**src/rtl/fxm_pkg.sv**
```systemverilog
// fxm_pkg: shared widths and types of the fixed-point multiplier.
// Assumes 16-bit operands; the product width follows from that.
package fxm_pkg;
    localparam int DATA_W = 16;
    localparam int PROD_W = 2 * DATA_W;
    localparam int EXT_W  = PROD_W + 1;

    typedef logic signed [DATA_W-1:0] data_t;
    typedef logic signed [PROD_W-1:0] prod_t;

    typedef struct packed {
        data_t value;
        logic  sat;
    } result_t;
endpackage

```
**src/rtl/fxm_product.sv**
```systemverilog
// fxm_product: exact signed product of two operands at double width.
// Assumes two's complement inputs; purely combinational.
module fxm_product
    import fxm_pkg::*;
(
    input  data_t op_a,
    input  data_t op_b,
    output prod_t product
);
    // Full-precision signed multiply, no truncation.
    always_comb begin
        product = prod_t'(op_a) * prod_t'(op_b);
    end
endmodule

```
**src/rtl/fxm_rescale.sv**
```systemverilog
// fxm_rescale: adds the half-LSB rounding term, shifts right by FRAC with
// sign, and clamps to the 16-bit signed range, flagging any clamp.
// Assumes 1 <= FRAC <= DATA_W-1; works one bit wider than the product so
// the rounding add can never wrap.
module fxm_rescale
    import fxm_pkg::*;
#(
    parameter int FRAC = 8
) (
    input  prod_t   product,
    output result_t res
);
    localparam logic signed [EXT_W-1:0] HALF_LSB = EXT_W'(1) << (FRAC - 1);
    localparam logic signed [EXT_W-1:0] TOP_REP  =
        {{(EXT_W-DATA_W){1'b0}}, {1'b0, {(DATA_W-1){1'b1}}}};
    localparam logic signed [EXT_W-1:0] BOT_REP  =
        {{(EXT_W-DATA_W){1'b1}}, {1'b1, {(DATA_W-1){1'b0}}}};

    logic signed [EXT_W-1:0] widened;
    logic signed [EXT_W-1:0] rounded;
    logic signed [EXT_W-1:0] shifted;

    // Round half toward +infinity, then shift keeping the sign.
    always_comb begin
        widened = {product[PROD_W-1], product};
        rounded = widened + HALF_LSB;
        shifted = rounded >>> FRAC;
    end

    // Clamp to the representable range and report it.
    always_comb begin
        if (shifted > TOP_REP) begin
            res.value = TOP_REP[DATA_W-1:0];
            res.sat   = 1'b1;
        end else if (shifted < BOT_REP) begin
            res.value = BOT_REP[DATA_W-1:0];
            res.sat   = 1'b1;
        end else begin
            res.value = shifted[DATA_W-1:0];
            res.sat   = 1'b0;
        end
    end
endmodule

```
**src/rtl/fxm_outreg.sv**
```systemverilog
// fxm_outreg: one-entry result register with a valid/ready handshake.
// It accepts new data when empty or when being drained in the same cycle.
// Synchronous active-low reset clears only the valid bit.
module fxm_outreg
    import fxm_pkg::*;
(
    input  logic    clk,
    input  logic    rst_n,
    input  logic    load_valid,
    output logic    load_ready,
    input  result_t load_data,
    output logic    hold_valid,
    input  logic    take_ready,
    output result_t hold_data
);
    // Free slot when empty or when the current entry leaves now.
    always_comb begin
        load_ready = !hold_valid || take_ready;
    end

    // Track whether the register holds an untaken result.
    always_ff @(posedge clk) begin
        if (!rst_n) begin
            hold_valid <= 1'b0;
        end else if (load_ready) begin
            hold_valid <= load_valid;
        end
    end

    // Capture the result on an accepted transfer.
    always_ff @(posedge clk) begin
        if (load_valid && load_ready) begin
            hold_data <= load_data;
        end
    end

    p_hold_still_r10: assert property (@(posedge clk) disable iff (!rst_n)
        hold_valid && !take_ready |=> hold_valid && $stable(hold_data));

    p_accept_next_r9: assert property (@(posedge clk) disable iff (!rst_n)
        load_valid && load_ready |=> hold_valid);
endmodule

```
**src/rtl/fxm_mul_sat.sv**
```systemverilog
// fxm_mul_sat: rounding, saturating multiplier for signed 16-bit fixed-point
// operands with FRAC fraction bits. Latency is one clock from acceptance.
// Assumes 1 <= FRAC <= 15 and that both operands share the same format.
module fxm_mul_sat
    import fxm_pkg::*;
#(
    parameter int FRAC = 8
) (
    input  logic              clk,
    input  logic              rst_n,
    input  logic              in_valid,
    output logic              in_ready,
    input  logic [DATA_W-1:0] in_a,
    input  logic [DATA_W-1:0] in_b,
    output logic              out_valid,
    input  logic              out_ready,
    output logic [DATA_W-1:0] out_data,
    output logic              out_sat
);
    prod_t   product;
    result_t next_res;
    result_t held_res;

    fxm_product u_product (
        .op_a    (data_t'(in_a)),
        .op_b    (data_t'(in_b)),
        .product (product)
    );

    fxm_rescale #(.FRAC(FRAC)) u_rescale (
        .product (product),
        .res     (next_res)
    );

    fxm_outreg u_outreg (
        .clk        (clk),
        .rst_n      (rst_n),
        .load_valid (in_valid),
        .load_ready (in_ready),
        .load_data  (next_res),
        .hold_valid (out_valid),
        .take_ready (out_ready),
        .hold_data  (held_res)
    );

    // Unpack the held result onto the output ports.
    always_comb begin
        out_data = held_res.value;
        out_sat  = held_res.sat;
    end

    p_reset_clear_r1: assert property (@(posedge clk)
        !rst_n |=> !out_valid);

    p_sat_on_rail_r7: assert property (@(posedge clk) disable iff (!rst_n)
        out_valid && out_sat |-> (out_data == 16'h7FFF || out_data == 16'h8000));

    p_stall_input_r10: assert property (@(posedge clk) disable iff (!rst_n)
        out_valid && !out_ready |-> !in_ready);
endmodule

```
**config.mk**
```make
export PLATFORM = sky130hd
export DESIGN_NAME = fxm_mul_sat
export DESIGN_NICKNAME = d
export VERILOG_FILES = /design/src/rtl/fxm_pkg.sv /design/src/rtl/fxm_product.sv /design/src/rtl/fxm_rescale.sv /design/src/rtl/fxm_outreg.sv /design/src/rtl/fxm_mul_sat.sv
export SDC_FILE = /design/constraint.sdc
export NUM_CORES = 1
export LEC_CHECK = 0
export BUFFER_PORTS_ARGS = -buffer_cell sky130_fd_sc_hd__buf_4
export CAP_MARGIN = 20
export CORE_ASPECT_RATIO = 1.2
export CORE_MARGIN = 2
export CORE_UTILIZATION = 49
export DETAILED_ROUTE_END_ITERATION = 12
export PLACE_DENSITY = 0.71
export RECOVER_POWER = 100
export REMOVE_ABC_BUFFERS = 1
export SYNTH_ARGS = -nofsm -noshare
export SYNTH_HDL_FRONTEND = slang
export SYNTH_SLANG_ARGS = --single-unit
```
**constraint.sdc**
```tcl
create_clock -name clk -period 8.2 [get_ports clk]
set_input_delay 1.23 -clock clk [delete_from_list [all_inputs] [get_ports clk]]
set_output_delay 1.23 -clock clk [all_outputs]
set_load 0.02 [all_outputs]
```
==> flow_summary_export.csv, run 1 <==
group,metric,value,unit
run_status,status,"completed",
yosys,ys_ff_latch,18,
detailed_routing,drc,0,
sta,tightestPinTransition,1.074,ns
die,die_h,169.7,µm
sta,slew_viol_final,0,
sta,clock_skew,0.0006180,ns
die,dieArea,0.02410,mm²
detailed_routing,antenna_left,0,
yosys,synth_cells,1227,
sta,clock.fmax,126.5,MHz
detailed_routing,routed_via_density,5.331,
sta,slew_headroom,0.2834,
layout,antennaDiodeCount,0,
layout,layout.cells.non_filler,1522,
global_routing,grt_max_degree,18,
sta,hold_violations,0,
die,ios,55,
detailed_routing,drt-pass1-iter-count,5,
detailed_routing,drtIter0Drc,365,
yosys,yosysWarnings,0,
detailed_routing,finalWirelength,25210,µm
critical_path,critPathKind,"primary input to flop",
die,start_util,0.4993,
critical_path,crit_fanout,16,
yosys,ys_seq_area_frac,0.04733,
yosys,synth_edf_count,17,
global_routing,overflow,0,
critical_path,crit_arrival,7.99,ns
sta,worst_slack,0.2965,ns
sta,final.setup.tns,0,ns
layout,regArea,530.5,µm²
placement,dp_slack,0.1027,ns
critical_path,worstSetupEndpointType,"flop",
sta,finalCriticalPeriod,7.904,ns
detailed_routing,vias,8114,
sta,finalCritPeriodShare,0.9638,
placement,place.gp.congestion,0.8582,
yosys,synth_area_per_cell,9.135,µm²
layout,fillCellCount,2118,
yosys,synth_flop_cell,"edfxtp_1",
placement,place_hpwl,21160,µm
yosys,ys_types,68,
die,core,0.02245,mm²
critical_path,cp.required,8.29,ns
global_routing,grt_pass1_wl,43720,µm
cts,cts_buffers,3,
worst_hold_path,hold_class,"flop to flop",
cts,path_clk_slew,0.05,ns
cts,cts.sinks,18,
placement,dpl.cell_count,1516,
critical_path,critPathLaunchType,"primary input",
cts,clk_root_buffer_cell,"clkbuf_16",
layout,nets,1625,
placement,placed_area,0.01176,mm²
cts,cts.htree.levels,1,
cts,clk_latency,0.25,ns
cts,cts_tree,"yes",
layout,stdcell_area,0.01183,mm²
global_routing,grt_pass1_vias,9133,
yosys,async_flop_share,0,
global_routing,track_usage,0.2278,
die,die_w,142.1,µm
layout,multiInputGateArea,0.009325,mm²
placement,place.port_buffers,54,
cts,cts_max_path_buffers,2,
sta,rsz0062_at_grt,"false",
yosys,syn_area,0.01121,mm²
global_routing,antenna_found_initial,0,
sta,finalSetupViolations,0,
die,row_count,60,
layout,drive_above_1_share,0.06516,
run,drv_cap,0,
detailed_routing,wire_per_inst,16.56,µm
layout,area_delta_synth_final,5.537,%
cts,hold_buffers,0,
## repair_timing
item,4_1_cts,5_1_grt
resized for setup,0,6
buffers inserted,0,1
endpoints found under the setup margin,0,15
## worst paths after layout
kind	endpoint	slack (ns)	startpoint	cells past startpoint
max	u_outreg.hold_data[10]	0.30	in_b[1]	21
min	u_outreg.hold_valid	0.53	u_outreg.hold_valid	2
max reg2reg	u_outreg.hold_data[3]	6.58	u_outreg.hold_valid	2
min reg2reg	u_outreg.hold_valid	0.53	u_outreg.hold_valid	2
## Yosys cell counts (all sizes together) (4+ instances only)
master / n / share of area
a2111oi: 4 / 0.0054
a211oi: 6 / 0.0056
a21o: 8 / 0.0055
a21oi: 43 / 0.022
a31oi: 4 / 0.0022
and2: 120 / 0.067
buf: 15 / 0.0083
clkbuf: 32 / 0.012
edfxtp: 17 / 0.046
fa: 267 / 0.48
ha: 78 / 0.087
inv: 311 / 0.10
nand2: 150 / 0.050
nand2b: 8 / 0.0045
nand3: 14 / 0.0076
nand4: 11 / 0.0067
nor2: 29 / 0.0097
nor3: 12 / 0.0058
o211ai: 6 / 0.0045
o21a: 5 / 0.0033
o21ai: 21 / 0.011
o31a: 4 / 0.0031
xnor2: 23 / 0.020
xor2: 7 / 0.0055
## stage by stage
step,hold WS [ns],utilization
3_3_place_gp,0.5127,0.5240
5_1_grt,0.5809,0.5270
2_1_floorplan,0.7496,-
6_report,0.5273,0.5270
4_1_cts,0.5363,0.5280
3_5_place_dp,0.5293,0.5240
## area by class of cell
cell class	instances	area share
Sequential cell	18	0.04485
Tap cell	279	0.02951
Timing Repair Buffer	58	0.03078
Multi-Input combinational cell	852	0.7883
Clock buffer	4	0.007510
Inverter	311	0.09901
## cells in the final DEF, fill, tap and decap left out, types with 19 or more instances in the layout
cell      synthesis  final
inv_1           311    310
fa_1            267    267
nand2_1         150    150
and2_1          118    117
ha_1             78     78
a21oi_1          38     38
buf_4             1     38
nor2_1           29     29
xnor2_1          22     22
clkbuf_1         31     19
## sequential cells by signal (all words and copies together), names as in the netlist
signal               count
u_outreg.hold_data      17
u_outreg.hold_valid      1
## worst max-delay path, stage by stage
cell        delay, ns
buf_4            0.17
nand2_1          0.12
inv_1            0.09
fa_1             0.66
inv_1            0.14
fa_1             0.60
clkinvlp_4       0.24
fa_1             0.52
fa_1             0.56
fa_1             0.43
fa_1             0.45
ha_1             0.35
a21oi_1          0.27
o21ai_0          0.18
and2_1           0.20
o21ai_0          0.13
o21ai_0          0.18
a211oi_4         0.54
nor3b_2          0.46
a21oi_2          0.22
nor3_1           0.21
## logic make-up after synthesis
kind of cell | after synthesis | synth area share
buffers and inverters | 358 | 0.1240
AOI/OAI and AO/OA | 121 | 0.07781
and+or+nand+nor | 354 | 0.1609
adders and majority gates | 345 | 0.5640
DFF | 18 | 0.04733
muxes | 1 | 0.0008931
xor gates and xnor gates | 30 | 0.02512
## per-layer routing
layer | track usage | share of wire | vias up
met4 | 0.04826 | 0.022 | 0
met3 | 0.008465 | 0.028 | 42
met5 | 0 | 0 | -
met2 | 0.4520 | 0.57 | 193
li1 | - | - | 3699
met1 | 0.2709 | 0.38 | 4180
Power of run 1 is left out: the tool's default activity adds up to more than one toggle a clock period on the data nets, which glitch-free logic cannot reach.
==> run 2: changes to the inputs <==
--- a/config.mk
+++ b/config.mk
@@ -9,9 +9,9 @@
 export CAP_MARGIN = 20
 export CORE_ASPECT_RATIO = 1.2
 export CORE_MARGIN = 2
-export CORE_UTILIZATION = 49
+export CORE_UTILIZATION = 66
 export DETAILED_ROUTE_END_ITERATION = 12
-export PLACE_DENSITY = 0.71
+export PLACE_DENSITY = 0.9
 export RECOVER_POWER = 100
 export REMOVE_ABC_BUFFERS = 1
 export SYNTH_ARGS = -nofsm -noshare
==> flow_summary_export.csv, run 2 (synthesis gave the netlist of run 1 again) <==
group,metric,value,unit
run_status,status,"completed",
placement,place.port_buffers,54,
layout,largest_reg_flops,17,
sta,clock.fmax,128.1,MHz
layout,multiInputGateArea,0.009338,mm²
cts,cts_max_path_buffers,2,
cts,clk_latency,0.25,ns
cts,cts_buffers,3,
critical_path,critPathLaunchType,"primary input",
critical_path,cp.required,8.19,ns
critical_path,crit_fanout,16,
sta,finalCritPeriodShare,0.9522,
detailed_routing,drt-pass1-iter-count,6,
global_routing,grt_pass1_wl,47670,µm
sta,tightestPinTransition,1.066,ns
placement,place.gp.congestion,0.9285,
worst_hold_path,hold_class,"flop to flop",
cts,path_clk_slew,0.05,ns
global_routing,use_met1,0.3759,
layout,fillCellCount,1238,
detailed_routing,drc,0,
global_routing,track_usage,0.3421,
die,ios,55,
die,dieArea,0.01805,mm²
placement,place_hpwl,22670,µm
cts,cts_tree,"yes",
die,row_count,52,
layout,nets,1626,
cts,hold_buffers,0,
global_routing,grt_util_met2,0.5950,
detailed_routing,finalWirelength,27770,µm
layout,top_register,"u_outreg.hold_data",
detailed_routing,wire_per_inst,19.00,µm
global_routing,grt_max_degree,18,
detailed_routing,vias,8595,
sta,final.setup.tns,0,ns
cts,clk_root_buffer_cell,"clkbuf_16",
critical_path,critPathKind,"primary input to flop",
detailed_routing,antenna_left,0,
sta,hold_violations,0,
layout,drive_above_1_share,0.06672,
die,die_h,146.8,µm
die,die_w,123.0,µm
detailed_routing,drtIter0Drc,692,
global_routing,grt_busiest_layer,"met2",
run,drv_cap,0,
critical_path,worstSetupEndpointType,"flop",
die,core,0.01672,mm²
cts,cts.sinks,18,
sta,finalSetupViolations,0,
sta,finalCriticalPeriod,7.808,ns
global_routing,grt_pass1_vias,9925,
cts,cts.htree.levels,1,
die,start_util,0.6703,
sta,slew_viol_final,0,
layout,reg_top3,"u_outreg.hold_data (17), u_outreg.hold_valid (1)",
sta,slew_headroom,0.2887,
detailed_routing,routed_via_density,5.883,
global_routing,use_met3,0.08346,
sta,rsz0062_at_grt,"false",
global_routing,overflow,0,
critical_path,crit_arrival,7.80,ns
global_routing,antenna_found_initial,0,
layout,area_delta_synth_final,4.979,%
sta,clock_skew,0.004344,ns
layout,layout_common_cells,"inv_1, fa_1, nand2_1",
layout,regArea,530.5,µm²
layout,final_common_cell,"inv_1",
[run 2: per-stage QoR]
step | instances | worst slack (ns) | utilization | hold slack [ns] | instance area (µm²)
after floorplan | 1180 | 0.9497 | - | 0.7496 | 10990
after global placement | 1451 | 0.3303 | 0.6978 | 0.5204 | 11670
after detailed placement | 1451 | 0.04092 | 0.6978 | 0.5263 | 11670
after CTS | 1455 | 0.2267 | 0.7026 | 0.5328 | 11750
after global routing | 1460 | 0.02297 | 0.7035 | 0.5781 | 11760
final | 1461 | 0.3921 | 0.7037 | 0.5306 | 11770
[run 2: area by class of cell]
type	count	share of cell area
Inverter	311	0.09985
Multi-Input combinational cell	852	0.7936
Sequential cell	18	0.04509
Clock buffer	4	0.006699
Timing Repair Buffer	59	0.03158
Antenna cell	1	0.0002127
Tap cell	216	0.02297
[run 2: repair_timing]
action / CTS / global route
endpoints found under the setup margin: 0 / 15
endpoints found under the hold margin: 0 / 0
buffers inserted: 0 / 4
resized for setup: 0 / 11
[run 2: worst paths after layout]
check	startpoint	endpoint	slack (ns)	cells past startpoint
max	in_a[15]	u_outreg.hold_data[9]	0.39	21
min	u_outreg.hold_valid	u_outreg.hold_valid	0.53	2
max reg2reg	u_outreg.hold_valid	u_outreg.hold_data[5]	6.58	2
min reg2reg	u_outreg.hold_valid	u_outreg.hold_valid	0.53	2
[run 2: metal layers]
metal  vias to the layer above  routed length [µm]  part of all wire
li1                       3697                   -                 -
met1                      4312                8920              0.32
met2                       437               15060              0.54
met3                       149                2051             0.074
met4                         0                1734             0.062
met5                         -                   0                 0
[run 2: critical path, cell delays in order]
cell and delay [ns]:
buf_4 0.18, nand2_1 0.12, inv_1 0.09, fa_1 0.65
inv_1 0.14, fa_1 0.61, clkinvlp_4 0.22, fa_1 0.52
fa_1 0.58, fa_1 0.43, fa_1 0.44, ha_1 0.41
and2_2 0.27, nand3_2 0.11, a2111oi_0 0.51, o21bai_2 0.25
a21oi_2 0.10, xor2_2 0.26, nand4_4 0.25, o21ai_4 0.29
a21oi_1 0.12
Power of run 2 is left out for the same reason.
